**src/rtl/afc_pkg.sv**
```systemverilog
package afc_pkg;

    localparam int CMD_W = 4;

    typedef enum logic [1:0] {
        FR_IDLE,
        FR_WAIT_FS,
        FR_SHIFT
    } frame_st_t;

    typedef enum logic [1:0] {
        SH_IDLE,
        SH_TRACK,
        SH_CONV
    } samp_st_t;

    localparam logic [CMD_W-1:0] CMD_SET_SHORT = 4'b1010;
    localparam logic [CMD_W-1:0] CMD_SET_LONG  = 4'b1011;

endpackage

```
**src/rtl/afc_edge.sv**
```systemverilog
module afc_edge #(
    parameter bit FALLING = 1'b0,
    parameter bit IDLE_LVL = 1'b1
) (
    input  logic clk,
    input  logic rst_n,
    input  logic din,
    output logic edge_o
);
    logic prev;

    always_ff @(posedge clk or negedge rst_n) begin
        if (!rst_n) prev <= IDLE_LVL;
        else        prev <= din;
    end

    generate
        if (FALLING) begin : g_fall
            assign edge_o = prev & ~din;
        end else begin : g_rise
            assign edge_o = ~prev & din;
        end
    endgenerate
endmodule

```
**src/rtl/afc_frame_fsm.sv**
```systemverilog
module afc_frame_fsm
    import afc_pkg::*;
#(
    parameter int CNT_W = 4
) (
    input  logic clk,
    input  logic rst_n,
    input  logic cs_n,
    input  logic fs,
    input  logic cs_fall,
    input  logic fs_rise,
    input  logic sclk_rise,
    input  logic sdi,
    output logic frame_on,
    output logic shifting,
    output logic start,
    output logic bit_act,
    output logic go,
    output logic cfg_long
);
    frame_st_t state, state_nx;
    logic [CNT_W-1:0] bit_cnt;
    logic [CMD_W-2:0] cmd_sr;
    logic             nib_done;
    logic [CMD_W-1:0] nibble;

    always_ff @(posedge clk or negedge rst_n) begin
        if (!rst_n) state <= FR_IDLE;
        else        state <= state_nx;
    end

    always_comb begin
        state_nx = state;
        unique case (state)
            FR_IDLE:    if (cs_fall) state_nx = fs ? FR_SHIFT : FR_WAIT_FS;
            FR_WAIT_FS: if (cs_n) state_nx = FR_IDLE;
                        else if (fs_rise) state_nx = FR_SHIFT;
            FR_SHIFT:   if (cs_n) state_nx = FR_IDLE;
            default:    state_nx = FR_IDLE;
        endcase
    end

    always_comb begin
        frame_on = (state != FR_IDLE);
        shifting = (state == FR_SHIFT);
        start    = ((state == FR_IDLE) && cs_fall)
                 || ((state == FR_WAIT_FS) && fs_rise && !cs_n);
        bit_act  = shifting && !cs_n && sclk_rise;
        nibble   = {cmd_sr, sdi};
        go       = bit_act && !nib_done && (bit_cnt == CNT_W'(CMD_W - 1));
    end

    always_ff @(posedge clk or negedge rst_n) begin
        if (!rst_n) begin
            bit_cnt  <= '0;
            cmd_sr   <= '0;
            nib_done <= 1'b0;
            cfg_long <= 1'b0;
        end else if (start) begin
            bit_cnt  <= '0;
            nib_done <= 1'b0;
        end else if (bit_act) begin
            bit_cnt <= bit_cnt + 1'b1;
            cmd_sr  <= nibble[CMD_W-2:0];
            if (go) begin
                nib_done <= 1'b1;
                if (nibble == CMD_SET_SHORT)     cfg_long <= 1'b0;
                else if (nibble == CMD_SET_LONG) cfg_long <= 1'b1;
            end
        end
    end


    cs_high_idle_chk: assert property (@(posedge clk) disable iff (!rst_n)
        cs_n |=> (state == FR_IDLE));

    wait_no_count_chk: assert property (@(posedge clk) disable iff (!rst_n)
        (state == FR_WAIT_FS) |=> (bit_cnt == '0));

    cfg_on_nibble_chk: assert property (@(posedge clk) disable iff (!rst_n)
        !$stable(cfg_long) |-> $past(go));
endmodule

```
**src/rtl/afc_sample_fsm.sv**
```systemverilog
module afc_sample_fsm
    import afc_pkg::*;
#(
    parameter int SHORT_LEN = 12,
    parameter int LONG_LEN  = 44
) (
    input  logic clk,
    input  logic rst_n,
    input  logic go,
    input  logic long_sel,
    input  logic bit_act,
    input  logic frame_on,
    output logic sample_hold,
    output logic conv_start
);
    localparam int WIN_W = $clog2(LONG_LEN + 1);

    samp_st_t         state, state_nx;
    logic [WIN_W-1:0] win_cnt;
    logic             long_q;
    logic [WIN_W-1:0] lim;

    assign lim = long_q ? WIN_W'(LONG_LEN) : WIN_W'(SHORT_LEN);

    always_ff @(posedge clk or negedge rst_n) begin
        if (!rst_n) state <= SH_IDLE;
        else        state <= state_nx;
    end

    always_comb begin
        state_nx = state;
        unique case (state)
            SH_IDLE:  if (go) state_nx = SH_TRACK;
            SH_TRACK: if (!frame_on) state_nx = SH_IDLE;
                      else if (bit_act && (win_cnt == lim - 1'b1)) state_nx = SH_CONV;
            SH_CONV:  state_nx = SH_IDLE;
            default:  state_nx = SH_IDLE;
        endcase
    end

    always_ff @(posedge clk or negedge rst_n) begin
        if (!rst_n) begin
            win_cnt <= '0;
            long_q  <= 1'b0;
        end else if (go) begin
            win_cnt <= '0;
            long_q  <= long_sel;
        end else if ((state == SH_TRACK) && bit_act) begin
            win_cnt <= win_cnt + 1'b1;
        end
    end

    always_comb begin
        sample_hold = (state == SH_TRACK);
        conv_start  = (state == SH_CONV);
    end


    conv_after_track_chk: assert property (@(posedge clk) disable iff (!rst_n)
        conv_start |-> $past(sample_hold));

    win_bound_chk: assert property (@(posedge clk) disable iff (!rst_n)
        sample_hold |-> (win_cnt < lim));

    abort_chk: assert property (@(posedge clk) disable iff (!rst_n)
        (sample_hold && !frame_on) |=> (!sample_hold && !conv_start));

    track_needs_go_chk: assert property (@(posedge clk) disable iff (!rst_n)
        $rose(sample_hold) |-> $past(go));
endmodule

```
**src/rtl/afc_sdo_shift.sv**
```systemverilog
module afc_sdo_shift #(
    parameter int RES_W = 12
) (
    input  logic             clk,
    input  logic             rst_n,
    input  logic             load,
    input  logic             shift,
    input  logic [RES_W-1:0] din,
    output logic             sdo
);
    logic [RES_W-1:0] sr;

    always_ff @(posedge clk or negedge rst_n) begin
        if (!rst_n)     sr <= '0;
        else if (load)  sr <= din;
        else if (shift) sr <= {sr[RES_W-2:0], 1'b0};
    end

    assign sdo = sr[RES_W-1];


    load_msb_chk: assert property (@(posedge clk) disable iff (!rst_n)
        load |=> (sdo == $past(din[RES_W-1])));
endmodule

```
**src/rtl/adc_frame_ctrl.sv**
```systemverilog
module adc_frame_ctrl #(
    parameter int RES_W     = 12,
    parameter int CNT_W     = 4,
    parameter int SHORT_LEN = 12,
    parameter int LONG_LEN  = 44
) (
    input  logic             clk,
    input  logic             rst_n,
    input  logic             cs_n,
    input  logic             fs,
    input  logic             sclk,
    input  logic             sdi,
    input  logic [RES_W-1:0] conv_result,
    output logic             sdo,
    output logic             sdo_oe,
    output logic             sample_hold,
    output logic             conv_start
);
    logic cs_fall, fs_rise, sclk_rise, sclk_fall;
    logic frame_on, shifting, start, bit_act, go, cfg_long;

    afc_edge #(.FALLING(1'b1), .IDLE_LVL(1'b1)) u_cs_edge (
        .clk(clk), .rst_n(rst_n), .din(cs_n), .edge_o(cs_fall));
    afc_edge #(.FALLING(1'b0), .IDLE_LVL(1'b1)) u_fs_edge (
        .clk(clk), .rst_n(rst_n), .din(fs), .edge_o(fs_rise));
    afc_edge #(.FALLING(1'b0), .IDLE_LVL(1'b1)) u_sclk_rise (
        .clk(clk), .rst_n(rst_n), .din(sclk), .edge_o(sclk_rise));
    afc_edge #(.FALLING(1'b1), .IDLE_LVL(1'b0)) u_sclk_fall (
        .clk(clk), .rst_n(rst_n), .din(sclk), .edge_o(sclk_fall));

    afc_frame_fsm #(.CNT_W(CNT_W)) u_frame (
        .clk(clk), .rst_n(rst_n), .cs_n(cs_n), .fs(fs),
        .cs_fall(cs_fall), .fs_rise(fs_rise), .sclk_rise(sclk_rise), .sdi(sdi),
        .frame_on(frame_on), .shifting(shifting), .start(start),
        .bit_act(bit_act), .go(go), .cfg_long(cfg_long));

    afc_sample_fsm #(.SHORT_LEN(SHORT_LEN), .LONG_LEN(LONG_LEN)) u_sample (
        .clk(clk), .rst_n(rst_n), .go(go), .long_sel(cfg_long),
        .bit_act(bit_act), .frame_on(frame_on),
        .sample_hold(sample_hold), .conv_start(conv_start));

    afc_sdo_shift #(.RES_W(RES_W)) u_sdo (
        .clk(clk), .rst_n(rst_n), .load(start),
        .shift(shifting && !cs_n && sclk_fall),
        .din(conv_result), .sdo(sdo));

    assign sdo_oe = frame_on;


    oe_after_start_chk: assert property (@(posedge clk) disable iff (!rst_n)
        start |=> sdo_oe);
endmodule

```
**config.mk**
```make
export PLATFORM = sky130hd
export DESIGN_NAME = adc_frame_ctrl
export DESIGN_NICKNAME = d
export VERILOG_FILES = /design/src/rtl/afc_pkg.sv /design/src/rtl/afc_edge.sv /design/src/rtl/afc_frame_fsm.sv /design/src/rtl/afc_sample_fsm.sv /design/src/rtl/afc_sdo_shift.sv /design/src/rtl/adc_frame_ctrl.sv
export SDC_FILE = /design/constraint.sdc
export NUM_CORES = 1
export LEC_CHECK = 0
export BUFFER_PORTS_ARGS = -buffer_cell sky130_fd_sc_hd__buf_2
export CORE_ASPECT_RATIO = 0.6
export CORE_MARGIN = 3
export CORE_UTILIZATION = 50
export DETAILED_ROUTE_END_ITERATION = 10
export PLACE_DENSITY = 0.74
export REMOVE_ABC_BUFFERS = 1
export SYNTH_ARGS = -nofsm -noshare
export SYNTH_HDL_FRONTEND = slang
export SYNTH_SLANG_ARGS = --single-unit
```
**constraint.sdc**
```tcl
create_clock -name clk -period 2 [get_ports clk]
set_input_delay 0.1 -clock clk [delete_from_list [all_inputs] [get_ports clk]]
set_output_delay 0.1 -clock clk [all_outputs]
set_load 0.1 [all_outputs]
```
==> flow_metrics.py <==
metrics = {
    "global_routing": {
        "use_met1_pct": 27.3,
        "use_met3_pct": 5.38,
        "top_usage_layer": "met2",
        "grt_pass1_vias": 1285,
        "grt_max_degree": 37,
        "grtUsageTotal_pct": 20.4,
        "antenna_found_initial": 0,
        "grt_pass1_wl_mm": 6.13,
        "gr-usage-met2_pct": 30.4,
        "grt-ovfl-total": 0,
    },
    "yosys": {
        "synth_ff_type": "dfrtp_1",
        "netlist_top_cells_area": "dfrtp_1 (50%), a22o_1 (5.9%), a21o_1 (5.0%)",
        "synth_cells": 152,
        "synth_top_area_share_pct": 50.3,
        "syn_area_mm2": 0.00164,
        "ys_warn_count": 0,
        "ys_seq_area_share_pct": 55.1,
        "synth_edf_count": 0,
        "ys_types": 38,
        "synth_top_cell_by_area": "dfrtp_1",
        "synth.avg_cell_area_um2": 10.8,
        "ys_seq_elements": 36,
        "ys_async_sr_fraction_pct": 100,
    },
    "detailed_routing": {
        "wl_per_cell_um": 15.5,
        "drcViolationCount": 0,
        "drt_first_iter_violations": 100,
        "vias_per_cell": 5.66,
        "vias": 1295,
        "firstDrtPassIters": 5,
        "antenna_left": 0,
        "wl_mm": 3.55,
    },
    "place": {
        "portBuffers": 21,
        "detailed_place_hpwl_mm": 2.53,
        "gp_congestion": 0.837,
        "dpl_worst_slack_ns": 0.122,
    },
    "clock_network": {
        "clkSinkCount": 36,
        "cts_setup_buffers": 0,
        "ctsHtreeMaxLevel": 2,
        "cts_tree": "built",
        "cts_buffer_depth": 2,
        "cts_made_buffers": 5,
        "cts.clk_slew.worst_paths_ns": 0.07,
        "clk_latency_ns": 0.29,
        "cts-root-buf": "clkbuf_8",
    },
    "status": {
        "outcome": "finished, final reports clean",
    },
    "finish": {
        "syn_to_final_growth_pct": 21.0,
        "final_cell_mix": "dfrtp_1 (33), buf_2 (21), nand2_1 (20)",
        "seqCellArea_um2": 905,
        "nFillCells": 249,
        "final_nets": 206,
        "drive_gt1_share_pct": 25.7,
        "diodes": 0,
        "mostFrequentLayoutCell": "dfrtp_1",
        "multiInputGateArea_um2": 722,
    },
    "sta": {
        "slew_headroom_pct": 48.6,
        "setup_viol": 0,
        "min_period_over_period_pct": 96.9,
        "rsz0062_at_grt": "true",
        "max_slew.worst_pin.slew_ns": 0.772,
        "final_hold_viol_count": 0,
        "layout_setup_ws_ns": 0.0612,
        "finClkSkew_ns": 0.00770,
        "min_period_ns": 1.94,
        "fmax_mhz": 516,
        "drv_slew": 0,
        "hold_slack_ns": 0.0281,
    },
    "critical_path": {
        "crit_chain": "dlygate4sd3_1 > buf_2 > or3b_4 > or3b_4 > or3_4 > a21oi_2",
        "startpoint_type": "primary input",
        "crit_type": "in2reg",
        "crit_path_end_kind": "flip-flop",
        "crit_fanout": 5,
        "cp.arrival_ns": 2.16,
        "cp.required_ns": 2.23,
        "cpMostUsedCell": "or3b_4",
        "cpPeakStageDelay_ns": 0.53,
        "cp_slowest_cell": "dlygate4sd3_1",
    },
    "power_and_ir_drop": {
        "p_leak_nw": 0.978,
        "power.density_mw_per_mm2": 807,
        "irDropWorstVdd_mv": 0.408,
    },
    "floorplan": {
        "die_area_mm2": 0.00403,
        "die_h_um": 50.4,
        "rows": 15,
        "start_util_pct": 54.7,
        "ios": 22,
        "core_area_mm2": 0.00300,
        "die_x_um": 80.0,
    },
    "worst_hold_path": {
        "worstHoldPathType": "in2reg",
    },
    "run": {
        "maxCapViolCount": 0,
    },
}
[flip-flops by register name, indices dropped and copies added (netlist names), 2 cells and up]
| register | count |
|---|---|
| u_sdo.sr | 12 |
| u_sample.win_cnt | 6 |
| u_frame.state | 2 |
| u_sample.state | 2 |
| u_frame.bit_cnt | 4 |
| u_frame.cmd_sr | 3 |
[report_power, final]
part / leakage (nW) / switching, mW / internal (mW) / total (mW)
clock: 0.0455 / 0.245 / 0.281 / 0.526
combinational: 0.465 / 0.133 / 0.0899 / 0.222
sequential: 0.468 / 0.0487 / 0.805 / 0.854
total: 0.978 / 0.427 / 1.18 / 1.60
[worst max-delay path: cells and delay by family]
family | cells | cell delay (ns)
simple gates | 3 | 1.26
buf+inv | 2 | 0.68
compound gates | 1 | 0.13
[layer usage]
layer	vias up	wire length [um]
met5	-	0
li1	625	-
met1	631	1690
met3	9	163
met4	0	75
met2	30	1620
[Yosys cell counts (2+ instances only)]
cell and instances:
a21oi_1 5, nand3b_1 3, dfstp_2 3, a22o_1 11
a21o_1 11, and3_1 2, or3_1 2, clkbuf_1 4
inv_1 3, dfrtp_1 33, a41oi_1 3, nor2b_1 2
o21ai_0 12, nand3_1 2, o31ai_1 4, nor3_1 2
nand2b_1 4, nor2_1 5, ha_1 2, nand2_1 20
mux2_2 2
[layout make-up]
type                    instances  share of cell area (%)
flip-flops and latches         36                    45.6
multi-input cells             107                    36.4
repair buffers                 33                    10.3
clock buffers                   8                    4.54
well taps                      42                    2.65
inverters                       3                   0.567
[metrics by stage]
| stage | instances | total power [mW] | util, % | TNS [ns] | cell area [um^2] |
|---|---|---|---|---|---|
| finish | 229 | 1.60 | 66.1 | 0 | 1990 |
| global route | 229 | 1.68 | 66.1 | -0.00885 | 1990 |
| floorplan | 146 | 0.999 | - | -7.95 | 1620 |
| global placement | 217 | 1.06 | 61.1 | 0 | 1830 |
| CTS | 229 | 1.62 | 65.4 | 0 | 1960 |
| detailed placement | 217 | 1.08 | 61.1 | 0 | 1830 |
[timing repair]
item	in CTS	in global routing
gates resized for setup	0	10
hold buffers	4	0
endpoints found under the hold margin	37	0
setup endpoints to repair	0	5
[cells by family (layout without fill, tap and decap cells)]
kind of cell | Yosys count | count (layout) | share of synthesized area (%)
DFF | 36 | 36 | 55.1
buffers and inverters | 9 | 44 | 2.21
AOI/OAI and AO/OA | 50 | 50 | 21.9
adders and majority gates | 2 | 2 | 1.52
muxes | 2 | 2 | 1.37
and+or+nand+nor | 52 | 52 | 17.4
xor gates and xnor gates | 1 | 1 | 0.534
[path summary, 6_finish.rpt]
| kind | start | endpoint | slack (ns) | cells after the start |
|---|---|---|---|---|
| max reg2reg | u_frame.state[1]$_DFFE_PN0P_ | u_frame.bit_cnt[3]$_DFFE_PN0P_ | 0.13 | 4 |
| min | conv_result[0] | u_sdo.sr[0]$_DFFE_PN0P_ | 0.03 | 3 |
| max in group asynchronous | rst_n | u_sample.win_cnt[0]$_DFFE_PN0P_ | 1.07 | 2 |
| max | cs_n | u_frame.bit_cnt[3]$_DFFE_PN0P_ | 0.06 | 6 |
| min in group asynchronous | rst_n | u_sdo.sr[10]$_DFFE_PN0P_ | 0.43 | 2 |
| min reg2reg | u_sdo.sr[4]$_DFFE_PN0P_ | u_sdo.sr[4]$_DFFE_PN0P_ | 0.48 | 1 |
(Power assumes the default switching activity.)
